`src/rtl/regbank_pkg.sv`:
```
package regbank_pkg;

  localparam int DATA_W = 16;
  localparam int NREG   = 17;
  localparam int IDX_W  = $clog2(NREG);

  localparam int IDX_MASTER = 8;
  localparam int IDX_FLAG   = 15;

  localparam logic [11:0] PWR_ADDR = 12'h301;

  typedef enum logic [2:0] {
    KIND_RW, KIND_LINE, KIND_WO_BUS, KIND_WO_ZERO, KIND_KEYS, KIND_FLAG, KIND_MASTER
  } regKind_t;

  typedef enum logic [1:0] {SRC_REG, SRC_ZERO, SRC_BUS} rdSrc_t;

  typedef struct packed {
    logic             wr;
    logic             byteWr;
    logic             hiLane;
    logic [IDX_W-1:0] idx;
    rdSrc_t           rdSrc;
  } ctrl_t;

  function automatic logic [11:0] regAddr(input int i);
    case (i)
      0:  return 12'h000;
      1:  return 12'h004;
      2:  return 12'h006;
      3:  return 12'h020;
      4:  return 12'h026;
      5:  return 12'h060;
      6:  return 12'h062;
      7:  return 12'h080;
      8:  return 12'h084;
      9:  return 12'h088;
      10: return 12'h0B0;
      11: return 12'h0B8;
      12: return 12'h102;
      13: return 12'h130;
      14: return 12'h200;
      15: return 12'h202;
      16: return 12'h204;
      default: return 12'hFFE;
    endcase
  endfunction

  function automatic logic [DATA_W-1:0] regMask(input int i);
    case (i)
      1:  return 16'hFFF8;
      2:  return 16'h0000;
      5:  return 16'h007F;
      7:  return 16'hFF77;
      8:  return 16'h0080;
      12: return 16'h00C7;
      13: return 16'h0000;
      16: return 16'h5FFF;
      default: return 16'hFFFF;
    endcase
  endfunction

  function automatic logic [DATA_W-1:0] regReset(input int i);
    case (i)
      0:    return 16'h0080;
      3, 4: return 16'h0100;
      9:    return 16'h0200;
      13:   return 16'h03FF;
      default: return 16'h0000;
    endcase
  endfunction

  function automatic regKind_t regKind(input int i);
    case (i)
      2:  return KIND_LINE;
      8:  return KIND_MASTER;
      10: return KIND_WO_BUS;
      11: return KIND_WO_ZERO;
      13: return KIND_KEYS;
      15: return KIND_FLAG;
      default: return KIND_RW;
    endcase
  endfunction

  function automatic logic regGated(input int i);
    return (i == 5) || (i == 6) || (i == 7);
  endfunction

  function automatic logic isHole(input logic [11:0] a);
    return (a == 12'h066) || (a == 12'h06E) || (a == 12'h076) || (a == 12'h07A) ||
           (a == 12'h07E) || (a == 12'h086) || (a == 12'h08A);
  endfunction

endpackage

```
`src/rtl/regbank_ctrl.sv`:
```
module regbank_ctrl
  import regbank_pkg::*;
#(
  parameter int ADDR_W = 10
) (
  input  logic             clk,
  input  logic             rst,
  input  logic [ADDR_W-1:0] addr,
  input  logic             wrEn,
  input  logic             byteSel,
  input  logic             wrBit7,
  input  logic             sndOn,
  output ctrl_t            ctrl,
  output logic             wrStrobe,
  output logic [IDX_W-1:0] wrIndex,
  output logic             haltReq,
  output logic             stopReq
);

  logic [11:0]     fullAddr;
  logic [11:0]     alignAddr;
  logic [NREG-1:0] hitVec;
  logic            hit;
  logic [IDX_W-1:0] hitIdx;
  regKind_t        kind;
  logic            writable;
  logic            pwrHit;

  assign fullAddr  = 12'(addr);
  assign alignAddr = {fullAddr[11:1], 1'b0};

  for (genvar g = 0; g < NREG; g++) begin : gDec
    assign hitVec[g] = (alignAddr == regAddr(g));
  end

  always_comb begin
    hit    = |hitVec;
    hitIdx = '0;
    for (int i = 0; i < NREG; i++) begin
      if (hitVec[i]) hitIdx = IDX_W'(i);
    end
  end

  assign kind     = regKind(int'(hitIdx));
  assign writable = hit && (kind != KIND_LINE) && (kind != KIND_KEYS);
  assign pwrHit   = wrEn && byteSel && (fullAddr == PWR_ADDR);

  always_comb begin
    ctrl.wr     = wrEn && writable;
    ctrl.byteWr = byteSel;
    ctrl.hiLane = fullAddr[0];
    ctrl.idx    = hitIdx;
    if (hit) begin
      if (kind == KIND_WO_BUS)                        ctrl.rdSrc = SRC_BUS;
      else if (kind == KIND_WO_ZERO)                  ctrl.rdSrc = SRC_ZERO;
      else if (regGated(int'(hitIdx)) && !sndOn)      ctrl.rdSrc = SRC_ZERO;
      else                                            ctrl.rdSrc = SRC_REG;
    end else if (isHole(alignAddr)) begin
      ctrl.rdSrc = SRC_ZERO;
    end else begin
      ctrl.rdSrc = SRC_BUS;
    end
  end

  always_ff @(posedge clk) begin
    if (rst) begin
      wrStrobe <= 1'b0;
      wrIndex  <= '0;
      haltReq  <= 1'b0;
      stopReq  <= 1'b0;
    end else begin
      wrStrobe <= ctrl.wr;
      wrIndex  <= ctrl.wr ? hitIdx : '0;
      haltReq  <= pwrHit && !wrBit7;
      stopReq  <= pwrHit && wrBit7;
    end
  end

endmodule

```
`src/rtl/regbank_data.sv`:
```
module regbank_data
  import regbank_pkg::*;
#(
  parameter logic [15:0] OPEN_BUS = 16'hDEAD
) (
  input  logic              clk,
  input  logic              rst,
  input  ctrl_t             ctrl,
  input  logic [DATA_W-1:0] wrData,
  input  logic [7:0]        lineNum,
  input  logic [9:0]        keyLines,
  input  logic [3:0]        chanOn,
  input  logic [DATA_W-1:0] irqRaise,
  output logic [DATA_W-1:0] rdData,
  output logic              sndOn,
  output logic [DATA_W-1:0] flagQ
);

  logic [NREG-1:0][DATA_W-1:0] regQ;
  logic [DATA_W-1:0] curQ;
  logic [DATA_W-1:0] keepQ;
  logic [DATA_W-1:0] wrVal;
  regKind_t          selKind;

  assign selKind = regKind(int'(ctrl.idx));
  assign curQ    = (int'(ctrl.idx) < NREG) ? regQ[ctrl.idx] : '0;
  assign keepQ   = (selKind == KIND_FLAG) ? '0 : curQ;

  always_comb begin
    if (!ctrl.byteWr)     wrVal = wrData;
    else if (ctrl.hiLane) wrVal = {wrData[7:0], keepQ[7:0]};
    else                  wrVal = {keepQ[15:8], wrData[7:0]};
  end

  for (genvar g = 0; g < NREG; g++) begin : gReg
    localparam regKind_t          K = regKind(g);
    localparam logic [DATA_W-1:0] M = regMask(g);
    localparam logic [DATA_W-1:0] R = regReset(g);
    logic [DATA_W-1:0] q;
    logic hitW;
    assign hitW = ctrl.wr && (ctrl.idx == IDX_W'(g));

    if (K == KIND_KEYS) begin : gKeys
      always_ff @(posedge clk) begin
        if (rst) q <= R;
        else     q <= DATA_W'(keyLines);
      end
    end else if (K == KIND_FLAG) begin : gFlag
      always_ff @(posedge clk) begin
        if (rst) q <= R;
        else     q <= (q & ~(hitW ? wrVal : '0)) | irqRaise;
      end
    end else if (K == KIND_LINE) begin : gLine
      assign q = {8'h00, lineNum};
    end else begin : gStd
      always_ff @(posedge clk) begin
        if (rst)       q <= R;
        else if (hitW) q <= (q & ~M) | (wrVal & M);
      end
    end
    assign regQ[g] = q;
  end

  assign sndOn = regQ[IDX_MASTER][7];
  assign flagQ = regQ[IDX_FLAG];

  always_comb begin
    case (ctrl.rdSrc)
      SRC_ZERO: rdData = '0;
      SRC_BUS:  rdData = OPEN_BUS;
      default:  rdData = (selKind == KIND_MASTER) ? {8'h00, curQ[7], 3'b000, chanOn} : curQ;
    endcase
  end

endmodule

```
`src/rtl/periph_regbank.sv`:
```
module periph_regbank
  import regbank_pkg::*;
#(
  parameter int          ADDR_W   = 10,
  parameter logic [15:0] OPEN_BUS = 16'hDEAD
) (
  input  logic              clk,
  input  logic              rst,
  input  logic [ADDR_W-1:0] addr,
  input  logic              wrEn,
  input  logic              byteSel,
  input  logic [15:0]       wrData,
  output logic [15:0]       rdData,
  input  logic [7:0]        lineNum,
  input  logic [9:0]        keyLines,
  input  logic [3:0]        chanOn,
  input  logic [15:0]       irqRaise,
  output logic              wrStrobe,
  output logic [IDX_W-1:0]  wrIndex,
  output logic              haltReq,
  output logic              stopReq
);

  ctrl_t       ctrl;
  logic        sndOn;
  logic [15:0] flagQ;

  regbank_ctrl #(.ADDR_W(ADDR_W)) u_ctrl (
    .clk(clk), .rst(rst), .addr(addr), .wrEn(wrEn), .byteSel(byteSel),
    .wrBit7(wrData[7]), .sndOn(sndOn), .ctrl(ctrl), .wrStrobe(wrStrobe),
    .wrIndex(wrIndex), .haltReq(haltReq), .stopReq(stopReq)
  );

  regbank_data #(.OPEN_BUS(OPEN_BUS)) u_data (
    .clk(clk), .rst(rst), .ctrl(ctrl), .wrData(wrData), .lineNum(lineNum),
    .keyLines(keyLines), .chanOn(chanOn), .irqRaise(irqRaise),
    .rdData(rdData), .sndOn(sndOn), .flagQ(flagQ)
  );

endmodule

```
`config.mk`:
```
export PLATFORM = sky130hd
export DESIGN_NAME = periph_regbank
export DESIGN_NICKNAME = d
export VERILOG_FILES = /design/src/rtl/regbank_pkg.sv /design/src/rtl/regbank_ctrl.sv /design/src/rtl/regbank_data.sv /design/src/rtl/periph_regbank.sv
export SDC_FILE = /design/constraint.sdc
export NUM_CORES = 1
export LEC_CHECK = 0
export BUFFER_PORTS_ARGS = -buffer_cell sky130_fd_sc_hd__buf_2
export CORE_UTILIZATION = 55
export CTS_CLUSTER_DIAMETER = 200
export DETAILED_ROUTE_END_ITERATION = 10
export PLACE_DENSITY = 0.76
export SYNTH_ARGS = -nofsm -noshare
export SYNTH_HDL_FRONTEND = slang
export SYNTH_SLANG_ARGS = --single-unit
```
`constraint.sdc`:
```
create_clock -name clk -period 3.14 [get_ports clk]
set_input_delay 0.157 -clock clk [delete_from_list [all_inputs] [get_ports clk]]
set_output_delay 0.157 -clock clk [all_outputs]
set_load 0.005 [all_outputs]
```
# Yosys cells after proc, flatten, opt, wreduce, memory -nomap -nowiden
# Index checks and enable logic that the tools add are counted.
# classes
n_lt_le_gt_ge,2
eq_ne,51
n_mux,31
n_bitwise,10
n_reduce_logical,37
# op_table
cell,count
$mux 16,7
$bmux 16 s5,1
$eq 9x6->1 const B,7
$eq 9x7->1 const B,7
$eq 5x4->1 const B,11
$mux 4,8
$or 16x8->16,2
$pmux 16 s2,1
$eq 9x9->1 const B,3
$logic_and 1x1->1,23
$eq 5x3->1 const B,4
$eq 9x2->1 const B,2
$eq 9x5->1 const B,2
$eq 9x8->1 const B,2
$pmux 3 s6,1
$reduce_or 17->1,1
$and 16x16->16,1
$not 16->16,1
$or 16x15->16,1
$or 16x16->16,1
$or 16x7->16,1
$or 3x16->16,1
$or 8x16->16,1
$logic_not 12->1,1
21 further kinds,41
# totals
ff_bits,264
in_bits,68
out_inout_bits,24
wordCells,152

# Logic depth before layout (Yosys ltp)
# Gate-level depths: netlist of run 1.
# logic_depth
depth_word,28
depth_mapped,15
depth_no_buf,11

# Modules after synthesis
# Synthesis of run 1 repeated with hierarchy kept, for this count alone.
# unflattened
cells_unflattened,1375
area_unflattened_um2,12092.8
# by_module_without_submodules
module,n_inst,cells_per_inst,area_each_um2,seq_area_each_um2
regbank_data,1,1272,11312.1,4164.0
regbank_ctrl,1,103,780.7,160.2

# Worst setup path after synthesis of run 1
# Ideal clock, no wire load.
# synth_path
kind,input -> register
start,input port addr[1]
end,register u_data.gReg[0].q[14]
setup_time_ps,123
arrival_time_ps,3082
required_ps,3017
path_slack_ps,-65
cell_stages,12
path_buffers,3
path_cell_list,buf_6 > or4_4 > or4b_4 > and2_4 > buf_6 > o21ai_4 > mux2_2 > a2111oi_0 > nor4b_1 > o21ai_0 > clkbuf_2 > o21ai_0
# synth_via
elab_chain_cells,24
elab_cells_between_ends,56
classes_between,order compare: 1; eq/ne: 25; mux: 23; reduce/logical: 7
# synth_rtl
element,line_no,source
start: declaration,periph_regbank.sv:9,"input logic [ADDR_W-1:0] addr,"
"parallel branches: the longest is 24 deep, another holds $eq 9x2->1",-,
end signal: assignment,regbank_data.sv:58,else if (hitW) q <= (q & ~M) | (wrVal & M);
end: declaration,regbank_data.sv:39,logic [DATA_W-1:0] q;
# Parallel ways; which one is timed is not known. The select of a mux whose other input is x is not followed.
# A chain may end at the register's enable or synchronous reset.

# Worst setup path in the final report of run 1
# layout_path
start,input port addr[1]
end,output port rdData[14]
# layout_via
elab_chain_cells,27
elab_cells_between_ends,76
classes_between,order compare: 1; eq/ne: 37; mux: 27; reduce/logical: 11
# layout_rtl
element,line_no,source
"parallel branches: the longest is 26 deep, another holds $eq 9x2->1",-,
$pmux 16 s2 *,regbank_data.sv:68,case (ctrl.rdSrc)
end: declaration,periph_regbank.sv:13,"output logic [15:0] rdData,"
# Mark *: on every way between the ends. The select of a mux whose other input is x is not followed.

==> impl_metrics.tcl, run 1 <==
set metrics [dict create \
    grt_pass1_wl_um 69900 \
    synth_cell_type_count 97 \
    path_class "input pin to primary output" \
    cp.arrival_ns 3.11 \
    period_minus_slack_ns 3.27 \
    min_path_type "input pin to flop" \
    dp_hpwl_um 31400 \
    die_h_um 146 \
    syn_to_final_growth_pct 36.3 \
    ys_seq_elements 216 \
    drv_slew 0 \
    drt_iter0_markers 2022 \
    crit_path_start "addr[1]" \
    dpl-instance-area_um2 13500 \
    post_drt_via_cell_ratio 6.84 \
    yosysTopAreaCellShare_pct 37.9 \
    fin_cells 1882 \
    setup_viol 14 \
    cts.root.buffer_cell "clkbuf_16" \
    num_rows 52 \
    timing.slew.headroom_pct 40.6 \
    crit_top_cell "buf_4" \
    synthFlopType "dfxtp_1" \
    cellPowerDensity_nw_per_um2 401 \
    path_clk_slew_ns 0.06 \
    dp_cells 1773 \
    seq_area_um2 4320 \
    final_cell_area_um2 15500 \
    rsz0062_at_grt "true" \
    crit_chain "buf_8 -> or4_4 -> buf_4 -> nor3_2 -> buf_4 -> buf_4 -> a21oi_1 -> nand3_1 -> o21ai_1 -> o21a_1 -> o21bai_1 -> ha_1 -> nand2_4 -> buf_6 -> o41ai_4 -> buf_4 -> buf_6" \
    irDropWorstVdd_uv 424 \
    r2r_slack_ns 0.66 \
    clock_latency_ns 0.55 \
    timing.final.crit_share_pct 104 \
    start_util_pct 56.2 \
    synth_edf_count 0 \
    cts_tree "yes" \
    cts_htree_levels 1 \
    fill_cells 1387 \
    crit_cells 17 \
    postSynthAreaPerCell_um2 8.62 \
    ios 92 \
    wirelength_um 47600 \
    outcome "finished with violations" \
    gr-total-overflow 0 \
    fin_setup_tns_ns -0.724 \
    first_global_vias 12100 \
    crit_slowest_cell "or4_4" \
    yosysTopAreaCell "dfxtp_1" \
    crit_buf_inv 7 \
    num_vias 12900 \
    ant_nets 0 \
    leakage_nw 5.87 \
    cp-start-kind "input pin" \
    max_clock_freq_mhz 306 \
    cts_buffer_depth 3 \
    yosysSeqAreaShare_pct 37.9 \
    synth_top_cells_by_area "dfxtp_1 (38%), nor2_1 (4.4%), a211oi_1 (4.3%)" \
    core-area_um2 20300 \
    syn_area_um2 11400 \
    place_congestion 0.997 \
    hold_viol 0 \
    synthCells 1323 \
    grt_usage_pct 42.5 \
    cp-end-kind "primary output" \
    antenna_found_initial 2 \
    ys_async_sr_fraction_pct 0 \
    numCtsBuffers 24 \
    timing.rr.start "u_data.gReg[3].q[13]" \
    whs_ns 0.0226 \
    required_ns 2.98 \
    critPathCapture "rdData[14]" \
    max_cap_violations 0 \
    cp_top_family "simple AND/OR/NAND/NOR gates" \
    cpPeakStageDelay_ns 0.54 \
    detail_route.wl_per_cell_um 25.3 \
    drive_above_1_share_pct 34.5 \
    syn_nets 1392 \
    setup_ws_ns -0.127 \
    worstPathMaxFanout 4 \
    die_x_um 146 \
    fin_nets 1665 \
    grt_start_max_net_pins 123 \
    violations "negative setup slack" \
    die_area_um2 21300 \
    skew_ns 0.0298 \
    reg2reg_to "u_data.flagQ[13]" \
    ff2ff_path_depth 9 \
    cts.sink_count 216 \
    worst_pin_slew_ns 0.888 \
    multi_input_area_um2 6920 \
    yosys_warnings 0 \
    io_buffer_count 91 \
    post-route-drc-count 0 \
    dr.pass1.iters 7 \
]
[cell type report]
type / count / share of cell area, %
diodes: 2 / 0.0322
well taps: 270 / 2.17
multi-input cells: 967 / 44.5
clock inverters: 4 / 0.338
clock buffers: 36 / 4.67
repair buffers: 377 / 20.2
inverters: 10 / 0.258
flip-flops and latches: 216 / 27.8
[cell usage in the layout (no fill, tap or decap), types with 8 or more instances in the layout]
cell	n
mux2_2	13
nand3b_1	24
nor2_1	125
o21ai_0	59
clkbuf_8	8
buf_6	14
or2_2	14
buf_2	87
buf_8	8
buf_12	26
o211ai_1	24
a211oi_2	23
o22ai_1	48
a311oi_2	11
a31o_2	11
a21oi_1	61
nand2_1	88
a31oi_1	11
buf_4	212
a311oi_1	13
nor3_1	13
and2_1	8
clkbuf_16	25
o31ai_1	16
nand3_1	26
dfxtp_1	216
inv_1	9
dlygate4sd3_1	29
nand4_1	18
a211oi_1	63
and3_1	13
mux2i_1	27
nand2b_1	57
[power by group]
| group | switching, mW | internal (mW) | leakage (nW) | total, mW |
|---|---|---|---|---|
| clock | 1.18 | 1.60 | 0.382 | 2.78 |
| sequential | 0.0151 | 2.77 | 1.75 | 2.78 |
| combinational | 0.384 | 0.290 | 3.74 | 0.674 |
| total | 1.58 | 4.65 | 5.87 | 6.23 |
[layer usage]
layer  track usage, %  share of wire (%)  wire [um]
met2             64.2                 43      20500
met4             27.9                7.8       3690
met5                0               0.14         69
met1             54.2                 37      17400
met3             9.94                 13       5980
[logic make-up (layout without fill, tap and decap cells)]
group,after synthesis,after routing,share of synthesized area (%)
and+or+nand+nor,463,463,21.4
AOI/OAI and AO/OA,457,458,30.3
DFF,216,216,37.9
buffers and inverters,141,427,6.16
muxes,44,44,4.03
adders and majority gates,1,1,0.110
xor gates and xnor gates,1,1,0.0768
other,0,2,0
[tightest hold or removal path, cell delays in order]
cell and delay (ns):
buf_2 0.15, nand2_1 0.07, a21oi_1 0.06, nor2_1 0.07
[per-stage QoR]
| step | setup WS (ns) | utilization (%) | power [mW] |
|---|---|---|---|
| after global placement | -0.481 | 66.5 | 3.39 |
| after CTS | -0.0334 | 74.2 | 6.17 |
| after global routing | -0.234 | 76.6 | 6.37 |
| final | -0.127 | 76.6 | 6.23 |
| after floorplan | -0.00480 | - | 3.13 |
| after detailed placement | -0.440 | 66.5 | 3.39 |
[registers in the layout, summed over array words and instances (netlist names)]
register / cells
u_ctrl.haltReq: 1
u_ctrl.stopReq: 1
u_ctrl.wrIndex: 5
u_ctrl.wrStrobe: 1
u_data.flagQ: 16
u_data.gReg.q: 192
[synth_stat cells (8+ instances only)]
cell	n
inv_1	10
a31oi_1	12
o31ai_1	17
or3_1	10
a211oi_1	66
nor3_1	19
nand2_1	91
o21ai_0	66
nand3_1	26
buf_6	10
buf_4	9
clkbuf_1	80
nand4_1	18
a32o_1	8
a221oi_1	8
or2_2	14
o22ai_1	49
and2_1	9
a211oi_2	21
nand3b_1	24
buf_2	28
dfxtp_1	216
nand2b_1	57
and3_1	13
o211ai_1	24
a21oi_1	65
nor2_1	133
a311oi_1	13
a31o_2	11
mux2_2	15
a311oi_2	11
mux2i_1	29
[repair_timing]
| item | 4_1_cts | 5_1_grt |
|---|---|---|
| setup buffers | 16 | 23 |
| endpoints found under the hold margin | 27 | 0 |
| gates resized for setup | 83 | 61 |
| pin swaps | 23 | 24 |
| endpoints found under the setup margin | 16 | 18 |
| cloned | 2 | 1 |
| hold buffers | 29 | 0 |
[worst min path at each step]
stage / startpoint / endpoint / depth (start not counted)
CTS: wrData[3] / u_data.flagQ[3] / 4
global placement: keyLines[0] / u_data.gReg[13].q[0] / 2
finish: wrData[4] / u_data.flagQ[4] / 4
detailed placement: keyLines[4] / u_data.gReg[13].q[4] / 2
floorplan: wrData[7] / u_ctrl.haltReq / 1
global route: wrData[4] / u_data.flagQ[4] / 4
No activity file was read; power rests on OpenSTA's default activity.
==> inputs of run 2 (changes only) <==
CORE_UTILIZATION = 56   (was 55)
CTS_BUF_LIST = sky130_fd_sc_hd__clkbuf_4   (was unset)
PLACE_DENSITY = 0.77   (was 0.76)
==> run 2 against run 1 <==
Against the previous run: the flow still finishes with violations (negative setup slack); sequential power barely moved; global-route usage up 1.3 points; clock power shrank 15%; core utilization increased by 4.2 points; sequential cell count stayed put; clock skew up 0.054 ns; critical path type unchanged; largest cell class unchanged; highest routed layer unchanged.
==> impl_metrics.tcl, run 2 (synthesis gave the netlist of run 1 again) <==
set metrics [dict create \
    grt_usage_pct 43.8 \
    min_path_type "input pin to flop" \
    path_clk_slew_ns 0.06 \
    hold_viol 0 \
    r2r_slack_ns 0.71 \
    final_cell_area_um2 15900 \
    drv_slew 0 \
    ant_nets 0 \
    start_util_pct 57.8 \
    combPwrFrac_pct 12.1 \
    largest_register_ffs 192 \
    max_clock_freq_mhz 307 \
    leakage_nw 6.10 \
    io_buffer_count 91 \
    clock_latency_ns 0.74 \
    final_common_cell "buf_4" \
    post_drt_via_cell_ratio 6.75 \
    cts.sink_count 216 \
    post-route-drc-count 0 \
    switching_power_mw 1.59 \
    clockPowerShare_pct 40.5 \
    multi_input_area_um2 7070 \
    path_class "input pin to primary output" \
    setup_viol 16 \
    reg2reg_to "u_data.flagQ[13]" \
    detail_route.wl_per_cell_um 24.3 \
    fin_nets 1740 \
    period_minus_slack_ns 3.25 \
    drive_above_1_share_pct 38.5 \
    violations "negative setup slack" \
    num_vias 13300 \
    grt_start_max_net_pins 118 \
    cp.arrival_ns 3.10 \
    hp-start "wrData[10]" \
    core-area_um2 19700 \
    timing.final.crit_share_pct 104 \
    skew_ns 0.0841 \
    worst_pin_slew_ns 0.844 \
    p_int_mw 4.28 \
    cts_buffer_depth 3 \
    cpPeakStageDelay_ns 0.50 \
    cts_htree_levels 2 \
    dp_hpwl_um 31400 \
    num_rows 51 \
    required_ns 2.98 \
    final_cell_mix "buf_4 (233), dfxtp_1 (216), nor2_1 (128)" \
    die_x_um 145 \
    rsz0062_at_grt "true" \
    worstHoldPathCells 5 \
    crit_buf_inv 8 \
    wirelength_um 47900 \
    hold-path-endpoint "u_data.gReg[10].q[10]" \
    timing.rr.start "u_data.gReg[3].q[13]" \
    crit_chain "buf_2 -> or4_4 -> buf_4 -> nor3_1 -> buf_4 -> nor2_1 -> a21oi_4 -> buf_12 -> nor2_2 -> nor3_2 -> o21bai_1 -> ha_1 -> buf_6 -> inv_6 -> nand2_8 -> buf_6 -> o21ai_1 -> buf_2" \
    cp-end-kind "primary output" \
    cellPowerDensity_nw_per_um2 368 \
    fin_cells 1972 \
    numCtsBuffers 57 \
    cts.root.buffer_cell "clkbuf_4" \
    outcome "finished with violations" \
    dp_cells 1780 \
    cp-start-kind "input pin" \
    cts_tree "yes" \
    regMostFlops "u_data.gReg.q" \
    irDropWorstVdd_uv 304 \
    die_h_um 145 \
    worstPathMaxFanout 5 \
    place_ws_ns -0.621 \
    gr-total-overflow 0 \
    cp_top_family "buffers and inverters" \
    seq_area_um2 4320 \
    first_global_vias 11900 \
    setup_ws_ns -0.112 \
    dr.pass1.iters 7 \
    drt_iter0_markers 1926 \
    whs_ns 0.0227 \
    ff2ff_path_depth 9 \
    grt_pass1_wl_um 68300 \
    fin_setup_tns_ns -1.11 \
    dpl-instance-area_um2 13500 \
    seqPwrFrac_pct 47.4 \
    crit_slowest_cell "or4_4" \
    ios 92 \
    fill_cells 1233 \
    antenna_found_initial 2 \
    syn_to_final_growth_pct 39.7 \
    max_cap_violations 0 \
    timing.slew.headroom_pct 43.6 \
    die_area_um2 20900 \
    swShare_pct 27.1 \
    place_congestion 1.04 \
]
## run 2: metrics by stage
stage          power [mW]  util, %
2_1_floorplan        3.13        -
3_3_place_gp         3.39     68.6
3_5_place_dp         3.40     68.6
4_1_cts              5.78     76.9
5_1_grt              6.05     80.8
6_report             5.87     80.8
## run 2: worst max-delay path by stage
stage / start / end / slack [ns] / cells past startpoint
after floorplan: addr[1] / rdData[12] / -0.005 / 14
after global placement: addr[5] / u_data.gReg[9].q[6] / -0.58 / 14
after detailed placement: addr[5] / rdData[0] / -0.62 / 14
after CTS: addr[1] / rdData[6] / -0.09 / 13
after global routing: addr[2] / rdData[1] / -0.19 / 13
final: addr[9] / rdData[10] / -0.11 / 18
## run 2: power groups by stage
stage / clock network [mW] / logic, mW / registers, mW
after floorplan: 0 / 0.300 / 2.83
after global placement: 0 / 0.552 / 2.84
after detailed placement: 0 / 0.557 / 2.84
after CTS: 2.37 / 0.632 / 2.78
after global routing: 2.54 / 0.737 / 2.78
final: 2.37 / 0.711 / 2.78
## run 2: timing repair
action / CTS / global route
pin swaps: 33 / 58
endpoints found under the hold margin: 36 / 0
hold buffers: 44 / 0
resized for setup: 71 / 115
gates cloned: 3 / 1
endpoints found under the setup margin: 16 / 25
buffers inserted: 21 / 37
## run 2: worst reg2reg max path: cells and delay by family (launching register included)
family,cells,cell delay (ns)
AO/OA/AOI/OAI,4,0.86
AND/OR/NAND/NOR,2,0.62
buffers and inverters,2,0.29
multiplexers,1,0.15
flip-flops,1,0.43
## run 2: area by class of cell
| cell class | count | share of cell area [%] |
|---|---|---|
| inverters | 10 | 0.267 |
| multi-input cells | 967 | 44.4 |
| clock buffers | 83 | 3.91 |
| diodes | 1 | 0.0157 |
| repair buffers | 419 | 21.9 |
| flip-flops and latches | 216 | 27.1 |
| well taps | 265 | 2.08 |
| clock inverters | 11 | 0.322 |
## run 2: layer usage
layer	part of all wire (%)	GRT usage [%]	up-vias
li1	-	-	5702
met1	37	55.9	6205
met2	43	65.2	1106
met3	13	11.1	293
met4	7.3	29.3	2
met5	0.031	0	-
==> inputs of run 3 (changes only) <==
CORE_UTILIZATION = 57   (was 56)
PLACE_DENSITY = 0.78   (was 0.77)
SYNTH_HIERARCHICAL = 1   (was unset)
==> run 3 against run 2 <==
Against the previous run: the run now ends clean; critical path depth decreased by 4; final area decreased by 4.2%; clock skew down 0.054 ns; sequential power is essentially flat; largest cell class unchanged.
==> impl_metrics.tcl, run 3 <==
set metrics [dict create \
    ant_nets 0 \
    dpl-instance-area_um2 13900 \
    cts_htree_levels 2 \
    synth_cell_type_count 92 \
    final_common_cell "dfxtp_1" \
    fin_setup_tns_ns 0 \
    cts.root.buffer_cell "clkbuf_4" \
    final_cell_mix "dfxtp_1 (216), buf_4 (188), nor2_1 (172)" \
    fill_cells 1518 \
    crit_top_cell "buf_4" \
    io_buffer_count 91 \
    regMostFlops "u_data/gReg.q" \
    ios 92 \
    max_cap_violations 0 \
    cts_buffer_depth 3 \
    first_global_vias 12200 \
    max_clock_freq_mhz 328 \
    cpPeakStageDelay_ns 0.44 \
    num_vias 12700 \
    synth_common_cells "dfxtp_1 (216), nor2_1 (175), nand2_1 (95), a21oi_1 (78), clkbuf_1 (62)" \
    cts_tree "yes" \
    cp-end-kind "primary output" \
    worst_pin_slew_ns 0.989 \
    power_mw 5.88 \
    grt_usage_pct 38.5 \
    worstPathMaxFanout 30 \
    die_area_um2 21800 \
    period_minus_slack_ns 3.05 \
    core-area_um2 20500 \
    post_drt_via_cell_ratio 6.53 \
    gr-total-overflow 0 \
    required_ns 2.98 \
    ys_async_sr_fraction_pct 0 \
    min_path_type "input pin to flop" \
    final_cell_area_um2 15300 \
    fin_util_pct 74.4 \
    leakage_nw 5.81 \
    syn_area_um2 12100 \
    skew_ns 0.0300 \
    syn_nets 1444 \
    cellPowerDensity_nw_per_um2 385 \
    dr.pass1.iters 6 \
    grt_start_max_net_pins 134 \
    setup_ws_ns 0.0882 \
    post-route-drc-count 0 \
    start_util_pct 59.0 \
    yosysMostFrequentCell "dfxtp_1" \
    synth_top_cells_by_area "dfxtp_1 (36%), nor2_1 (5.4%), a21oi_1 (3.2%)" \
    hold_viol 0 \
    syn_to_final_growth_pct 26.1 \
    numCtsBuffers 57 \
    r2r_slack_ns 1.02 \
    antenna_found_initial 1 \
    cts.sink_count 216 \
    crit_chain "buf_2 -> nor3b_2 -> buf_4 -> nand4_1 -> o21ai_0 -> buf_4 -> or3_1 -> buf_12 -> or3b_4 -> buf_4 -> o21ai_1 -> a211oi_1 -> o21ai_1 -> buf_2" \
    place_ws_ns -0.176 \
    dp_hpwl_um 28700 \
    outcome "completed" \
    yosysTopAreaCell "dfxtp_1" \
    setup_viol 0 \
    timing.slew.headroom_pct 34.1 \
    yosysSeqAreaShare_pct 35.8 \
    drt_iter0_markers 1443 \
    wirelength_um 42600 \
    detail_route.wl_per_cell_um 21.9 \
    synth_edf_count 0 \
    ys_seq_elements 216 \
    num_rows 52 \
    drive_above_1_share_pct 31.4 \
    yosys_warnings 6 \
    place_congestion 0.982 \
    postSynthAreaPerCell_um2 8.79 \
    cp-start-kind "input pin" \
    grt_pass1_wl_um 65600 \
    fin_nets 1706 \
    crit_slowest_cell "or3b_4" \
    die_x_um 148 \
    synthFlopType "dfxtp_1" \
    drv_slew 0 \
    cp.arrival_ns 2.89 \
    synthCells 1375 \
    timing.final.crit_share_pct 97.2 \
    yosysTopAreaCellShare_pct 35.8 \
    path_class "input pin to primary output" \
    clock_latency_ns 0.72 \
    irDropWorstVdd_uv 396 \
    path_clk_slew_ns 0.06 \
    die_h_um 148 \
    largest_register_ffs 192 \
]
## run 3: cell types whose count changed in the layout (fill, tap and decap cells not counted), moves of 19 or more
| cell | change |
|---|---|
| o41ai_2 | +20 |
| buf_6 | -27 |
| o21ai_1 | +38 |
| a211oi_1 | -47 |
| nor2_1 | +44 |
| a311o_1 | +19 |
| o22ai_1 | -31 |
| buf_4 | -45 |
| a21oi_1 | +22 |
| mux2i_1 | +19 |
| nand2b_1 | -50 |
## run 3: critical path: cells and delay by family
| kind | cells | cell delay, ns |
|---|---|---|
| and+or+nand+nor | 4 | 1.13 |
| buffers and inverters | 6 | 0.96 |
| AOI/OAI and AO/OA | 4 | 0.64 |
## run 3: through the flow
stage,cells,hold slack [ns]
6_report,1946,0.0284
5_1_grt,1945,0.0279
4_1_cts,1940,0.00522
3_5_place_dp,1796,0.342
3_3_place_gp,1796,0.342
2_1_floorplan,1375,0.235
## run 3: routing by layer
layer	GRT usage, %	part of all wire [%]	wire length [um]	up-vias
met4	15.7	3.5	1490	0
met2	62.0	45	19400	845
met3	7.96	11	4900	128
met1	50.3	40	16900	6027
met5	0	0	0	-
li1	-	-	-	5716
## run 3: path summary, 6_finish.rpt
check | startpoint | end | cells past startpoint
setup reg to reg | u_data/gReg[8].q[7] | u_data/gReg[8].q[7] | 5
setup / recovery | addr[5] | rdData[5] | 14
hold reg to reg | u_data/gReg[7].q[2] | u_data/gReg[7].q[2] | 2
hold / removal | addr[8] | u_ctrl/wrIndex[3] | 4
## run 3: logic make-up (layout without fill, tap and decap cells)
family / Yosys count / count (layout) / share of synthesized area (%)
AND/OR/NAND/NOR: 477 / 477 / 20.5
AO/OA/AOI/OAI: 445 / 446 / 28.6
multiplexers: 79 / 79 / 8.38
buffers and inverters: 154 / 452 / 6.47
XOR/XNOR: 3 / 3 / 0.217
other: 0 / 2 / 0
flip-flops: 216 / 216 / 35.8
adder cells (fa/ha/maj): 1 / 1 / 0.103
## run 3: layout make-up
type	instances	area (um2)	area share (%)
multi-input cells	1006	7140	46.8
repair buffers	343	2700	17.7
well taps	270	338	2.21
flip-flops and latches	216	4320	28.3
clock inverters	9	40.0	0.262
diodes	2	5.00	0.0328
inverters	13	52.6	0.345
clock buffers	87	653	4.28
## run 3: report_power, final
part / internal, mW / switching (mW)
registers: 2.77 / 0.0166
clock network: 1.25 / 1.18
logic: 0.265 / 0.399
total: 4.28 / 1.60
## run 3: timing repair
item | in CTS | in global routing
gates resized for setup | 4 | 19
gates cloned | 1 | 0
buffers inserted | 1 | 4
setup endpoints to repair | 6 | 17
pin swaps | 1 | 3
hold buffers | 46 | 0
endpoints found under the hold margin | 41 | 0
